**config.mk**
```make
export PLATFORM = sky130hd
export DESIGN_NAME = tck_burst_counter
export DESIGN_NICKNAME = d
export VERILOG_FILES = /design/src/rtl/tckc_pkg.sv /design/src/rtl/tckc_shreg.sv /design/src/rtl/tckc_ctrl.sv /design/src/rtl/tck_burst_counter.sv
export SDC_FILE = /design/constraint.sdc
export NUM_CORES = 1
export LEC_CHECK = 0
export BUFFER_PORTS_ARGS = -buffer_cell sky130_fd_sc_hd__buf_2
export CORE_UTILIZATION = 30
export DETAILED_ROUTE_END_ITERATION = 10
export PLACE_DENSITY = 0.49
export SLEW_MARGIN = 40
export SYNTH_ARGS = -nofsm -noshare
export SYNTH_HDL_FRONTEND = slang
export SYNTH_HIERARCHICAL = 1
export SYNTH_SLANG_ARGS = --single-unit
```
**constraint.sdc**
```tcl
create_clock -name tck -period 2.45 [get_ports tck]
set_input_delay 0.245 -clock tck [delete_from_list [all_inputs] [get_ports tck]]
set_output_delay 0.245 -clock tck [all_outputs]
set_load 0.05 [all_outputs]
```
**src/rtl/tckc_pkg.sv**
```systemverilog
package tckc_pkg;

  typedef enum logic [1:0] {
    ACT_HOLD  = 2'd0,
    ACT_SHIFT = 2'd1,
    ACT_DEC   = 2'd2
  } cnt_act_e;

  // Shift beats decrement; decrement stops at zero.
  function automatic cnt_act_e pick_act(input logic shift_en, input logic run,
                                        input logic at_zero);
    if (shift_en)             return ACT_SHIFT;
    else if (run && !at_zero) return ACT_DEC;
    else                      return ACT_HOLD;
  endfunction

  // Counter, when enabled, owns the parked-port clock.
  function automatic logic gate_en(input logic run, input logic at_zero,
                                   input logic mode_bit);
    return run ? !at_zero : mode_bit;
  endfunction

endpackage

```
**src/rtl/tckc_shreg.sv**
```systemverilog
module tckc_shreg
  import tckc_pkg::*;
#(
  parameter int W = 32
) (
  input  logic clk,
  input  logic rst_n,
  input  logic shift_en,
  input  logic run,
  input  logic tdi,
  output logic at_zero_o,
  output logic tdo_o
);
  localparam logic [W-1:0] ONE = {{(W-1){1'b0}}, 1'b1};

  logic [W-1:0] cnt;
  cnt_act_e     act;

  assign at_zero_o = (cnt == '0);
  assign tdo_o     = cnt[0];

  always_comb act = pick_act(shift_en, run, at_zero_o);

  always_ff @(posedge clk or negedge rst_n) begin
    if (!rst_n) begin
      cnt <= '0;
    end else begin
      case (act)
        ACT_SHIFT: cnt <= {tdi, cnt[W-1:1]};
        ACT_DEC:   cnt <= cnt - ONE;
        default:   cnt <= cnt;
      endcase
    end
  end

  assert_shift_in_R1: assert property (@(posedge clk) disable iff (!rst_n)
    shift_en |=> (cnt[W-1] == $past(tdi)));

  assert_shift_prio_R10: assert property (@(posedge clk) disable iff (!rst_n)
    (shift_en && run) |=> (cnt[W-2:0] == $past(cnt[W-1:1])));

  assert_dec_R2: assert property (@(posedge clk) disable iff (!rst_n)
    (run && !shift_en && !at_zero_o) |=> (cnt == $past(cnt) - ONE));

  assert_no_wrap_R3: assert property (@(posedge clk) disable iff (!rst_n)
    (run && !shift_en && at_zero_o) |=> at_zero_o);

  assert_hold_idle_R7: assert property (@(posedge clk) disable iff (!rst_n)
    (!run && !shift_en) |=> $stable(cnt));

endmodule

```
**src/rtl/tckc_ctrl.sv**
```systemverilog
module tckc_ctrl (
  input  logic clk,
  input  logic rst_n,
  input  logic upd_ir,
  input  logic ins_on,
  input  logic ins_off,
  input  logic unpark_req,
  input  logic at_zero,
  output logic run_o,
  output logic err_o
);
  logic on_evt, off_evt, bad_unpark;

  assign off_evt    = upd_ir && ins_off;
  assign on_evt     = upd_ir && ins_on && !ins_off;
  assign bad_unpark = run_o && at_zero && unpark_req;

  always_ff @(posedge clk or negedge rst_n) begin
    if (!rst_n) begin
      run_o <= 1'b0;
    end else if (off_evt) begin
      run_o <= 1'b0;
    end else if (on_evt) begin
      run_o <= 1'b1;
    end
  end

  always_ff @(posedge clk or negedge rst_n) begin
    if (!rst_n) begin
      err_o <= 1'b0;
    end else if (off_evt) begin
      err_o <= 1'b0;
    end else if (bad_unpark) begin
      err_o <= 1'b1;
    end
  end

  assert_enable_R2: assert property (@(posedge clk) disable iff (!rst_n)
    on_evt |=> run_o);

  assert_disable_R7: assert property (@(posedge clk) disable iff (!rst_n)
    off_evt |=> (!run_o && !err_o));

  assert_err_sets_R8: assert property (@(posedge clk) disable iff (!rst_n)
    (bad_unpark && !off_evt) |=> err_o);

  assert_err_sticky_R8: assert property (@(posedge clk) disable iff (!rst_n)
    (err_o && !off_evt) |=> err_o);

  assert_err_cause_R8: assert property (@(posedge clk) disable iff (!rst_n)
    $rose(err_o) |-> $past(bad_unpark));

endmodule

```
**src/rtl/tck_burst_counter.sv**
```systemverilog
module tck_burst_counter
  import tckc_pkg::*;
#(
  parameter int CNT_W = 32
) (
  input  logic tck,
  input  logic trst_n,
  input  logic tdi,
  input  logic shift_dr,
  input  logic update_ir,
  input  logic sel_cnt,
  input  logic ins_on,
  input  logic ins_off,
  input  logic mode_tck_en,
  input  logic unpark_req,
  output logic tdo_cnt,
  output logic park_tck_en,
  output logic tc_flag,
  output logic unpark_err
);
  logic shift_en;
  logic run;
  logic at_zero;

  assign shift_en = sel_cnt && shift_dr;

  tckc_shreg #(.W(CNT_W)) u_shreg (
    .clk       (tck),
    .rst_n     (trst_n),
    .shift_en  (shift_en),
    .run       (run),
    .tdi       (tdi),
    .at_zero_o (at_zero),
    .tdo_o     (tdo_cnt)
  );

  tckc_ctrl u_ctrl (
    .clk        (tck),
    .rst_n      (trst_n),
    .upd_ir     (update_ir),
    .ins_on     (ins_on),
    .ins_off    (ins_off),
    .unpark_req (unpark_req),
    .at_zero    (at_zero),
    .run_o      (run),
    .err_o      (unpark_err)
  );

  assign tc_flag     = run && at_zero;
  assign park_tck_en = gate_en(run, at_zero, mode_tck_en);

  assert_gate_low_R4: assert property (@(posedge tck) disable iff (!trst_n)
    tc_flag |-> !park_tck_en);

  assert_override_R5: assert property (@(posedge tck) disable iff (!trst_n)
    (run && !tc_flag) |-> park_tck_en);

  assert_follow_mode_R6: assert property (@(posedge tck) disable iff (!trst_n)
    !run |-> (park_tck_en == mode_tck_en && !tc_flag));

  assert_reset_R9: assert property (@(posedge tck)
    !trst_n |-> (!tc_flag && !unpark_err && !tdo_cnt));

endmodule

```
# [Word-level counts from Yosys, hierarchy flattened]
# Index checks and enable logic that the tools add are counted.
[classes] n_eq_ne=2 n_mux=8 reduce_logical=13 add_sub_neg=1
[op_table] operator="$pmux W32 S2" n=1
[op_table] operator="$logic_not A32 Y1" n=1
[op_table] operator="$sub A32 B1 Y32 const B" n=1
[op_table] operator="$logic_and A1 B1 Y1" n=7
[op_table] operator="$reduce_bool A2 Y1" n=3
[op_table] operator="$mux W1" n=5
[op_table] operator="$mux W2" n=2
[op_table] operator="$eq A2 B1 Y1 const B" n=1
[op_table] operator="$eq A2 B2 Y1 const B" n=1
[op_table] operator="$logic_not A1 Y1" n=2
[word_totals] word_cells=27 in_bits=10 ff_bits=34

# [Depth between registers and ports, before layout]
# Gate-level depths: netlist of the first run.
[logic_depth] ltp_word=7 depth_mapped=8 ltp_nobuf=7

# [By module]
# The synthesis of the first run kept the hierarchy.
[by_module_without_submodules] module="tckc_shreg" n_inst=1 cells_each=230 area_each_um2=2039.5
[by_module_without_submodules] module="tckc_ctrl" n_inst=1 cells_each=6 area_each_um2=71.3
[by_module_without_submodules] module="tck_burst_counter" n_inst=1 cells_each=4 area_each_um2=27.5

# [Worst setup path before layout of the first run]
# No wires, ideal clock.
[synth_path] path_type="register to register" start="register u_shreg.cnt[0]" end="register u_shreg.cnt[17]" slack_ns=-0.081 setup_time_ns=0.082 stages_incl_launch_ff=8 arrival_time_ns=2.449 path_buffers=0 period_less_slack_ns=2.531 cell_sequence="dfrtp_1 -> inv_1 -> ha_1 -> nor3b_1 -> and4b_1 -> a2111o_1 -> or4_1 -> a31oi_1"
[synth_via] elab_chain_cells=7
[synth_rtl] item="start: declaration" line="tckc_shreg.sv:16" rtl="logic [W-1:0] cnt;"
[synth_rtl] item="start signal: assignment" line="tckc_shreg.sv:29" rtl="ACT_SHIFT: cnt <= {tdi, cnt[W-1:1]};"
[synth_rtl] item="start signal: assignment" line="tckc_shreg.sv:30" rtl="ACT_DEC: cnt <= cnt - ONE;"
[synth_rtl] item="start signal: assignment" line="tckc_shreg.sv:31" rtl="default: cnt <= cnt;"
[synth_rtl] item="parallel branches: the longest is 7 deep, another holds $sub A32 B1 Y32"
# Several ways; the timed one is not identified.
# A chain may end at the register's enable or synchronous reset.

# [Final worst setup path of the first run]
[layout_path] start="register u_shreg.cnt[16]" end="output tc_flag"
[layout_via] elab_chain_cells=2
[layout_rtl] item="$logic_not A32 Y1" line="tckc_shreg.sv:19" rtl="assign at_zero_o = (cnt == '0);"
[layout_rtl] item="named net at_zero" line="tck_burst_counter.sv:23" rtl="logic at_zero;"
[layout_rtl] item="$logic_and A1 B1 Y1" line="tck_burst_counter.sv:49" rtl="assign tc_flag = run && at_zero;"
[layout_rtl] item="end: declaration" line="tck_burst_counter.sv:18" rtl="output logic tc_flag,"
# The timed path passes the listed nets, and every way through them passes these cells.

==> results.toml, run 1 <==
[worst_setup_path]
timing.critical_path.from = "u_shreg/cnt[16]$_DFFE_PN0P_"
worstPathBufferInverterCount = 3
regToRegStartpoint = "u_shreg/cnt[16]$_DFFE_PN0P_"
critical_path_cell_count = 7
ff2ff_setup_slack_ns = 0.10
cp_slowest_cell = "sky130_fd_sc_hd__dfrtp_1"
critical-path-max-stage-delay_ns = 0.42
setup.worst_path.class = "reg -> out"
timing.critical_path.max_delay_family = "simple AND/OR/NAND/NOR gates"
worst_r2r_endpoint = "u_shreg/cnt[0]$_DFFE_PN0P_"
timing.critical_path.fanout_max = 3
critical_path.endpoint_type = "output pin"
timing.reg2reg.worst_path_depth = 6
path_cells = "nor4_4 -> nand4b_1 -> buf_4 -> nor4_4 -> buf_4 -> and2_2 -> buf_6"
startpoint_type = "register"
crit_end = "tc_flag"
critical_path_required_ns = 2.20
cp_data_arrival_time_ns = 2.13

[finish]
ff_latch_area_um2 = 855
utilization_pct = 38.5
diodes = 0
multi_input_area_um2 = 1240
final_cell_area_um2 = 2630
layout.cells.most_common = "sky130_fd_sc_hd__dfrtp_1"
filler_cell_count = 723
final_layout_size_suffix_gt1_share_pct = 23.7
areaGrowthSynthToFinish_pct = 22.9
num-nets-final = 284
top_library_cells_by_usage_in_the_layout_fill_and_taps_aside = "31 x sky130_fd_sc_hd__dfrtp_1, 30 x sky130_fd_sc_hd__nand2_1, 28 x sky130_fd_sc_hd__buf_4, 21 x sky130_fd_sc_hd__or4_1, 15 x sky130_fd_sc_hd__nor2_1"

[min_path]
min_path_type = "in -> reg"

[synth]
ys_types = 44
synth.avg_cell_area_um2 = 8.91
synth_seq_cells = 34
synthCells = 240
syn_nets = 251
synth.yosys.seq_area_share_pct = 39.8
netlist_area_um2 = 2140
yosys_warning_total = 6

[clock_network]
clock_latency_ns = 0.29
clk_transition_reported_paths_ns = 0.08
cts.sink_count = 34
cts_tree = "yes"
cts_buffers = 5
cts_max_path_buffers = 2
cts-root-buf = "sky130_fd_sc_hd__clkbuf_8"
ctsHtreeMaxLevel = 2

[status]
status = "finished, final reports clean"

[global_route]
maximum_number_of_pins_on_one_net_before_global_route_repair = 35
antenna_found_initial = 0
grt_overflow = 0
first_global_vias = 1914
grt_first_pass_wirelength_um = 9180
grtUsageTotal_pct = 15.6

[sta]
finalHoldViolCount = 0
setup_total_negative_slack_ns = 0
finalHoldWorstSlack_ns = 0.137
fin_ws_ns = 0.0737
fin_skew_ns = 0.00701
timing.final.crit_share_pct = 97.0
grt_setup_unrepaired = "yes"
setup_viol = 0
fin_crit_ns = 2.38
timing_max_transition_violations_final = 0
maximum_clock_frequency_mhz = 421
tightestPinTransition_ns = 0.592
normalized_max_slew_margin_pct = 59.5

[route]
wl_um = 5370
drc_errors = 0
vias_per_cell = 5.34
detail-route-antenna-nets = 0
drt-pass1-iter-count = 4
drtIter0Drc = 115
post_drt_wl_per_cell_um = 14.5
num_vias = 1976

[placed_design]
finalWeightedCongestion = 0.739
port_buffers = 13
placement.cell_area_um2 = 2450
detailed_place_hpwl_um = 3590
dp_worst_setup_slack_ns = 0.0977

[power]
vdd_drop_max_mv = 0.342
p_leak_uw = 0.000986
p_per_area_nw_per_um2 = 750

[die]
floorplan.core_area_um2 = 6830
std_cell_rows = 30
chipHeight_um = 86.4
io_pins = 14
die_x_um = 86.4
start_util_pct = 31.3
die_area_um2 = 7470

[run]
max_cap_viol_count = 0
[registers in the layout (all words and copies together) (netlist names)]
register	count
u_ctrl/run_o	1
u_ctrl/err_o	1
u_shreg/cnt	32
[stage by stage]
| step | cells | total power [uW] |
|---|---|---|
| 6_report | 370 | 1970 |
| 5_1_grt | 370 | 2120 |
| 4_1_cts | 365 | 1950 |
| 3_5_place_dp | 357 | 1480 |
| 3_3_place_gp | 357 | 1480 |
| 2_1_floorplan | 240 | 1260 |
[area by class of cell]
class / count / share of cell area (%)
Multi-Input combinational cell: 187 / 47.3
Tap cell: 96 / 4.57
Clock inverter: 2 / 0.476
Timing Repair Buffer: 41 / 11.5
Clock buffer: 6 / 3.14
Sequential cell: 34 / 32.5
Inverter: 4 / 0.571
[how the worst min path moves through the flow]
stage / from / end / slack [ns] / cells after the start
detailed placement: trst_n / u_shreg/cnt[10]$_DFFE_PN0P_ / 0.39 / 1
global placement: trst_n / u_shreg/cnt[10]$_DFFE_PN0P_ / 0.39 / 1
floorplan: trst_n / u_ctrl/err_o$_DFFE_PN0P_ / -0.05 / 0
global route: ins_off / u_ctrl/err_o$_DFFE_PN0P_ / 0.12 / 2
finish: ins_off / u_ctrl/err_o$_DFFE_PN0P_ / 0.14 / 2
CTS: trst_n / u_shreg/cnt[31]$_DFFE_PN0P_ / 0.07 / 1
[metal layers]
metal	vias up	global-route usage [%]	wire (um)	share of wire, %
li1	992	-	-	-
met1	956	21.2	2670	50
met2	22	24.7	2500	47
met3	6	4.29	130	2.4
met4	0	3.94	67	1.2
met5	-	0	0	0
[synthesized netlist by cell type]
library cell,n,area [um^2]
sky130_fd_sc_hd__inv_1,4,15.0
sky130_fd_sc_hd__xor2_1,4,35.0
sky130_fd_sc_hd__nor4_1,4,25.0
sky130_fd_sc_hd__dfrtp_1,34,851
sky130_fd_sc_hd__nor2b_1,1,6.26
sky130_fd_sc_hd__nand4_1,1,6.26
sky130_fd_sc_hd__o211ai_1,12,90.1
sky130_fd_sc_hd__clkbuf_1,12,45.0
sky130_fd_sc_hd__o21ai_0,13,65.1
sky130_fd_sc_hd__nor4_4,1,21.3
sky130_fd_sc_hd__nor3_1,1,5.00
sky130_fd_sc_hd__mux2i_1,1,10.0
sky130_fd_sc_hd__and4_1,1,8.76
sky130_fd_sc_hd__a211o_1,2,17.5
sky130_fd_sc_hd__or3_1,11,68.8
sky130_fd_sc_hd__a32oi_1,1,8.76
sky130_fd_sc_hd__mux2_2,2,22.5
sky130_fd_sc_hd__o31ai_1,3,22.5
sky130_fd_sc_hd__o41ai_1,2,17.5
sky130_fd_sc_hd__a31oi_1,8,50.1
sky130_fd_sc_hd__a2111o_1,1,11.3
sky130_fd_sc_hd__nand2_1,30,113
sky130_fd_sc_hd__or2b_1,1,7.51
sky130_fd_sc_hd__a21oi_1,5,25.0
sky130_fd_sc_hd__nand3b_1,2,15.0
sky130_fd_sc_hd__nor2_1,15,56.3
sky130_fd_sc_hd__buf_2,3,15.0
sky130_fd_sc_hd__or2_2,2,12.5
sky130_fd_sc_hd__a2bb2oi_1,1,8.76
sky130_fd_sc_hd__a211oi_1,2,15.0
sky130_fd_sc_hd__and2_1,2,12.5
sky130_fd_sc_hd__and4b_1,1,10.0
sky130_fd_sc_hd__ha_1,1,12.5
sky130_fd_sc_hd__nand3_1,12,60.1
sky130_fd_sc_hd__xnor2_1,4,35.0
sky130_fd_sc_hd__a2111oi_0,4,35.0
sky130_fd_sc_hd__nor4_2,3,37.5
sky130_fd_sc_hd__and2_2,1,7.51
sky130_fd_sc_hd__nand2b_1,3,18.8
sky130_fd_sc_hd__nor3b_1,1,7.51
sky130_fd_sc_hd__nand4b_1,4,35.0
sky130_fd_sc_hd__or4_1,21,158
sky130_fd_sc_hd__a31o_2,1,8.76
sky130_fd_sc_hd__nor4b_2,2,30.0
[repair_timing]
| item | in CTS | in global routing |
|---|---|---|
| pin swaps | 1 | 3 |
| gates resized for setup | 4 | 6 |
| setup buffers | 0 | 4 |
| cloned | 0 | 0 |
| endpoints found under the hold margin | 0 | 34 |
| endpoints found under the setup margin | 2 | 11 |
| hold buffers | 0 | 1 |
[power breakdown]
part	total [uW]	switching, uW	internal (uW)
Clock	459	232	226
Sequential	913	209	704
Combinational	600	308	292
[kinds of logic (layout without fill, tap and decap cells)]
group                    count (synthesis)  count (layout)  share of synthesized area (%)
AND/OR/NAND/NOR                        120             120                           33.8
AO/OA/AOI/OAI                           55              55                           17.6
flip-flops                              34              34                           39.8
buffers and inverters                   19              53                           3.51
XOR/XNOR                                 8               8                           3.28
multiplexers                             3               3                           1.52
adder cells (fa/ha/maj)                  1               1                          0.585
Note: power is estimated with default switching activity, not from simulation.
==> inputs of run 2 (changes only) <==
- CELL_PAD_IN_SITES_DETAIL_PLACEMENT: not set -> 1
- CELL_PAD_IN_SITES_GLOBAL_PLACEMENT: not set -> 1
- PLACE_DENSITY: 0.49 -> 0.59
==> run 2 against run 1 <==
Net effect: combinational power rose by 4.5%; sequential cell count did not move; global-route usage rose by 1.3 points; critical endpoint unchanged; sequential share of layout area fell by 0.28 points; critical path depth fell by 1; clock power rose by 9.8%; routed wire length rose by 8.1%; die area did not move; core utilization rose by 0.33 points; count of clock-buffer cells in the layout rose by 2; first-iteration DRC count fell by 57%.
==> results.toml, run 2 (synthesis gave the netlist of run 1 again) <==
[status]
status = "finished, final reports clean"

[placed_design]
port_buffers = 13
finalWeightedCongestion = 0.765
detailed_place_hpwl_um = 4150
numPlacedInstances = 359
placement.cell_area_um2 = 2480

[power]
share_seq_of_total_power_pct = 44.9
total_switching_power_uw = 760
cell_internal_pwr_uw = 1290
power_switching_share_pct = 37.0
gate_power_share_pct = 30.5
p_leak_uw = 0.000983
p_per_area_nw_per_um2 = 775
clock_power_share_pct = 24.5
vdd_drop_max_mv = 0.245

[worst_setup_path]
timing.critical_path.fanout_max = 7
critical_path.endpoint_type = "output pin"
setup.worst_path.class = "reg -> out"
critical_path_required_ns = 2.20
startpoint_type = "register"
cp_data_arrival_time_ns = 2.10

[sta]
maximum_clock_frequency_mhz = 427
setup_viol = 0
grt_setup_unrepaired = "yes"
finalHoldViolCount = 0
fin_skew_ns = 0.00561
fin_crit_ns = 2.34
setup_total_negative_slack_ns = 0
timing.final.crit_share_pct = 95.6
timing_max_transition_violations_final = 0
normalized_max_slew_margin_pct = 56.3
tightestPinTransition_ns = 0.639

[route]
drtIter0Drc = 49
vias_per_cell = 5.40
wl_um = 5800
post_drt_wl_per_cell_um = 15.8
drt-pass1-iter-count = 4
detail-route-antenna-nets = 0
num_vias = 1986
drc_errors = 0

[die]
chipHeight_um = 86.4
floorplan.core_area_um2 = 6830
start_util_pct = 31.3
io_pins = 14
std_cell_rows = 30
die_x_um = 86.4
die_area_um2 = 7470

[global_route]
first_global_vias = 1939
antenna_found_initial = 0
grt_first_pass_wirelength_um = 9940
grtUsageTotal_pct = 16.9
maximum_number_of_pins_on_one_net_before_global_route_repair = 46
grt_overflow = 0

[clock_network]
clk_transition_reported_paths_ns = 0.08
clock_latency_ns = 0.29
cts_setup_buffers = 0
cts_tree = "yes"
cts-root-buf = "sky130_fd_sc_hd__clkbuf_8"
cts.sink_count = 34
cts_max_path_buffers = 2
cts_buffers = 5
ctsHtreeMaxLevel = 2

[min_path]
min_path_type = "in -> reg"

[finish]
diodes = 0
largest_registers = "u_shreg/cnt (32), u_ctrl/err_o (1), u_ctrl/run_o (1)"
num-nets-final = 282
layout.cells.most_common = "sky130_fd_sc_hd__dfrtp_1"
multi_input_area_um2 = 1250
most_flop_heavy_register = "u_shreg/cnt"
final_cell_area_um2 = 2650
number_of_flip_flops_under_the_largest_register_name = 32
final_layout_size_suffix_gt1_share_pct = 23.9
non_filler_instances = 368
filler_cell_count = 826
areaGrowthSynthToFinish_pct = 24.0
ff_latch_area_um2 = 855
top_library_cells_by_usage_in_the_layout_fill_and_taps_aside = "31 x sky130_fd_sc_hd__dfrtp_1, 30 x sky130_fd_sc_hd__nand2_1, 24 x sky130_fd_sc_hd__buf_4, 20 x sky130_fd_sc_hd__or4_1, 15 x sky130_fd_sc_hd__nor2_1"

[run]
max_cap_viol_count = 0
-- run 2: power by group through the flow --
| stage | Clock [uW] | Combinational, uW | Sequential (uW) |
|---|---|---|---|
| CTS | 530 | 623 | 904 |
| global placement | 0 | 602 | 910 |
| detailed placement | 0 | 617 | 909 |
| global route | 548 | 707 | 953 |
| finish | 504 | 627 | 923 |
| floorplan | 0 | 371 | 887 |
-- run 2: repair_timing --
item	4_1_cts	5_1_grt
resized for setup	2	8
endpoints found under the setup margin	2	6
endpoints found under the hold margin	16	0
hold buffers	1	0
pin swaps	0	3
-- run 2: final timing paths --
check / start / end / slack, ns / cells after the start
min in group asynchronous: trst_n / u_shreg/cnt[21]$_DFFE_PN0P_ / 0.45 / 2
hold reg to reg: u_shreg/cnt[1]$_DFFE_PN0P_ / u_shreg/cnt[0]$_DFFE_PN0P_ / 0.56 / 1
setup reg to reg: u_shreg/cnt[17]$_DFFE_PN0P_ / u_shreg/cnt[26]$_DFFE_PN0P_ / 0.15 / 5
setup / recovery: u_shreg/cnt[17]$_DFFE_PN0P_ / tc_flag / 0.11 / 6
hold / removal: ins_off / u_ctrl/run_o$_DFFE_PN0P_ / 0.14 / 2
max in group asynchronous: trst_n / u_shreg/cnt[0]$_DFFE_PN0P_ / 1.53 / 3
-- run 2: per-layer routing --
| layer | vias up | part of all wire, % | wire length, um | GRT usage, % |
|---|---|---|---|---|
| li1 | 988 | - | - | - |
| met1 | 988 | 50 | 2910 | 23.7 |
| met2 | 6 | 48 | 2770 | 27.1 |
| met3 | 4 | 1.6 | 90 | 3.43 |
| met4 | 0 | 0.59 | 34 | 3.64 |
| met5 | - | 0 | 0 | 0 |
-- run 2: through the flow --
stage / hold slack [ns] / utilization, % / total power (uW) / worst slack (ns)
floorplan: -0.0506 / - / 1260 / 0.0814
global placement: 0.391 / 36.0 / 1510 / 0.139
detailed placement: 0.222 / 36.4 / 1530 / 0.0996
CTS: 0.131 / 38.3 / 2060 / 0.000743
global route: 0.138 / 38.8 / 2210 / -0.0397
finish: 0.143 / 38.8 / 2050 / 0.108
-- run 2: area by class of cell --
type                            instances  area share [%]
Tap cell                               96            4.53
Multi-Input combinational cell        187            47.3
Sequential cell                        34            32.2
Inverter                                4           0.566
Clock buffer                            8            4.15
Timing Repair Buffer                   39            11.2
-- run 2: worst max-delay path, cell delays in order (launching register included) --
cell,delay (ns)
sky130_fd_sc_hd__dfrtp_1,0.47
sky130_fd_sc_hd__nor4_4,0.30
sky130_fd_sc_hd__nand4b_1,0.24
sky130_fd_sc_hd__nor4_2,0.33
sky130_fd_sc_hd__buf_4,0.16
sky130_fd_sc_hd__and2_2,0.12
sky130_fd_sc_hd__buf_4,0.19
==> inputs of run 3 (changes only) <==
- CELL_PAD_IN_SITES_DETAIL_PLACEMENT: 1 -> 0
- CELL_PAD_IN_SITES_GLOBAL_PLACEMENT: 1 -> 2
- PLACE_DENSITY: 0.59 -> 0.69
==> run 3 against run 2 <==
Net effect: critical path depth is 1 lower; via count down 2.5%; die area unchanged; register-to-register slack got worse by 0.07 ns; core utilization is 0.95 points lower; non-clock buffer count fell by 1; worst setup slack worse by 0.023 ns; clock power decreased by 20%.
==> results.toml, run 3 (synthesis gave the netlist of run 1 again) <==
[finish]
non_filler_instances = 367
num-nets-final = 281
diodes = 0
most_flop_heavy_register = "u_shreg/cnt"
final_layout_size_suffix_gt1_share_pct = 22.1
number_of_flip_flops_under_the_largest_register_name = 32
top_library_cells_by_usage_in_the_layout_fill_and_taps_aside = "30 x sky130_fd_sc_hd__dfrtp_1, 30 x sky130_fd_sc_hd__nand2_1, 25 x sky130_fd_sc_hd__buf_4, 21 x sky130_fd_sc_hd__or4_1, 15 x sky130_fd_sc_hd__nor2_1"
largest_registers = "u_shreg/cnt (32), u_ctrl/err_o (1), u_ctrl/run_o (1)"
areaGrowthSynthToFinish_pct = 20.9

[global_route]
maximum_number_of_pins_on_one_net_before_global_route_repair = 35
grtUsageTotal_pct = 16.1
grt_overflow = 0
first_global_vias = 1857
antenna_found_initial = 0
grt_first_pass_wirelength_um = 9310

[die]
start_util_pct = 31.3
die_x_um = 86.4
floorplan.core_area_um2 = 6830
io_pins = 14
std_cell_rows = 30
chipHeight_um = 86.4
die_area_um2 = 7470

[sta]
timing_max_transition_violations_final = 0
fin_ws_ns = 0.0849
tightestPinTransition_ns = 0.673
maximum_clock_frequency_mhz = 423
setup_total_negative_slack_ns = 0
fin_skew_ns = 0.00668
setup_viol = 0
fin_crit_ns = 2.37
finalHoldViolCount = 0
timing.final.crit_share_pct = 96.5
grt_setup_unrepaired = "yes"
normalized_max_slew_margin_pct = 54.0

[worst_setup_path]
timing.critical_path.from = "u_shreg/cnt[16]$_DFFE_PN0P_"
critical_path_required_ns = 2.66
critical_path.endpoint_type = "register"
startpoint_type = "register"
cp_data_arrival_time_ns = 2.58
regToRegStartpoint = "u_shreg/cnt[16]$_DFFE_PN0P_"
setup.worst_path.class = "reg -> reg"
timing.critical_path.fanout_max = 7

[min_path]
hold_path_startpoint = "ins_off"
min_path_type = "in -> reg"

[route]
drc_errors = 0
vias_per_cell = 5.28
drt-pass1-iter-count = 4
num_vias = 1936
post_drt_wl_per_cell_um = 14.5
detail-route-antenna-nets = 0
drtIter0Drc = 56
wl_um = 5330

[placed_design]
port_buffers = 13
detailed_place_hpwl_um = 3670
numPlacedInstances = 358
dp_worst_setup_slack_ns = 0.0867
finalWeightedCongestion = 0.750

[clock_network]
clk_transition_reported_paths_ns = 0.07
ctsHtreeMaxLevel = 2
clock_latency_ns = 0.29
cts_max_path_buffers = 2
cts-root-buf = "sky130_fd_sc_hd__clkbuf_8"
cts_setup_buffers = 0
cts_buffers = 5
cts.sink_count = 34
cts_tree = "yes"

[power]
p_per_area_nw_per_um2 = 743
p_leak_uw = 0.000951
vdd_drop_max_mv = 0.233

[status]
status = "finished, final reports clean"

[run]
max_cap_viol_count = 0
==> run 3: cell count changes in the layout (fill, tap and decap cells not counted) <==
cell / delta
sky130_fd_sc_hd__clkbuf_1: +3
sky130_fd_sc_hd__clkbuf_8: -3
sky130_fd_sc_hd__a2111oi_0: +1
sky130_fd_sc_hd__a2111oi_1: -1
sky130_fd_sc_hd__buf_16: -1
sky130_fd_sc_hd__buf_2: -1
sky130_fd_sc_hd__buf_4: +1
sky130_fd_sc_hd__dfrtp_1: -1
sky130_fd_sc_hd__dfrtp_2: +1
sky130_fd_sc_hd__nor4_1: +1
sky130_fd_sc_hd__nor4_2: -1
sky130_fd_sc_hd__or4_1: +1
sky130_fd_sc_hd__or4_4: -1
==> run 3: cell type report <==
cell class / instances / area, um^2
Clock buffer: 8 / 80.1
Multi-Input combinational cell: 187 / 1240
Tap cell: 96 / 120
Fill cell: 715 / 4250
Inverter: 4 / 15.0
Sequential cell: 34 / 856
Timing Repair Buffer: 38 / 273
==> run 3: what timing repair did <==
item / CTS / global route
gates cloned: 0 / 0
endpoints found under the hold margin: 34 / 0
pin swaps: 0 / 2
hold buffers: 1 / 0
endpoints found under the setup margin: 2 / 3
resized for setup: 2 / 7
==> run 3: worst paths after layout <==
check                           cells past startpoint  slack, ns                          end
max in group asynchronous                           2       1.65   u_shreg/cnt[1]$_DFFE_PN0P_
worst min register to register                      2       0.54   u_shreg/cnt[6]$_DFFE_PN0P_
worst max register to register                      5       0.08  u_shreg/cnt[26]$_DFFE_PN0P_
worst max-delay path                                5       0.08  u_shreg/cnt[26]$_DFFE_PN0P_
min in group asynchronous                           2       0.45  u_shreg/cnt[29]$_DFFE_PN0P_
worst min-delay path                                2       0.14     u_ctrl/run_o$_DFFE_PN0P_
==> run 3: worst max-delay path: stages, from the launching register on <==
cell and delay (ns):
sky130_fd_sc_hd__dfrtp_1 0.41, sky130_fd_sc_hd__nor4_4 0.30, sky130_fd_sc_hd__nand4b_1 0.26, sky130_fd_sc_hd__or4_1 0.71, sky130_fd_sc_hd__or4_1 0.44, sky130_fd_sc_hd__a31oi_1 0.17
==> run 3: where the power goes <==
part / switching, uW / internal (uW)
logic: 303 / 293
clock network: 201 / 202
registers: 216 / 707
==> run 3: metal layers <==
layer / up-vias / routed length (um) / global-route usage (%)
met5: - / 0 / 0
met1: 938 / 2740 / 22.2
met3: 8 / 91 / 3.14
met4: 0 / 79 / 5.91
li1: 979 / - / -
met2: 11 / 2420 / 25.2
==> run 3: through the flow <==
stage               hold WS (ns)  area, um^2  power (uW)  utilization (%)
floorplan                -0.0506        2140        1260                -
global placement           0.395        2460        1500             36.0
detailed placement         0.231        2460        1500             36.0
CTS                        0.126        2560        1930             37.5
global route               0.126        2590        2090             37.9
finish                     0.135        2590        1920             37.9
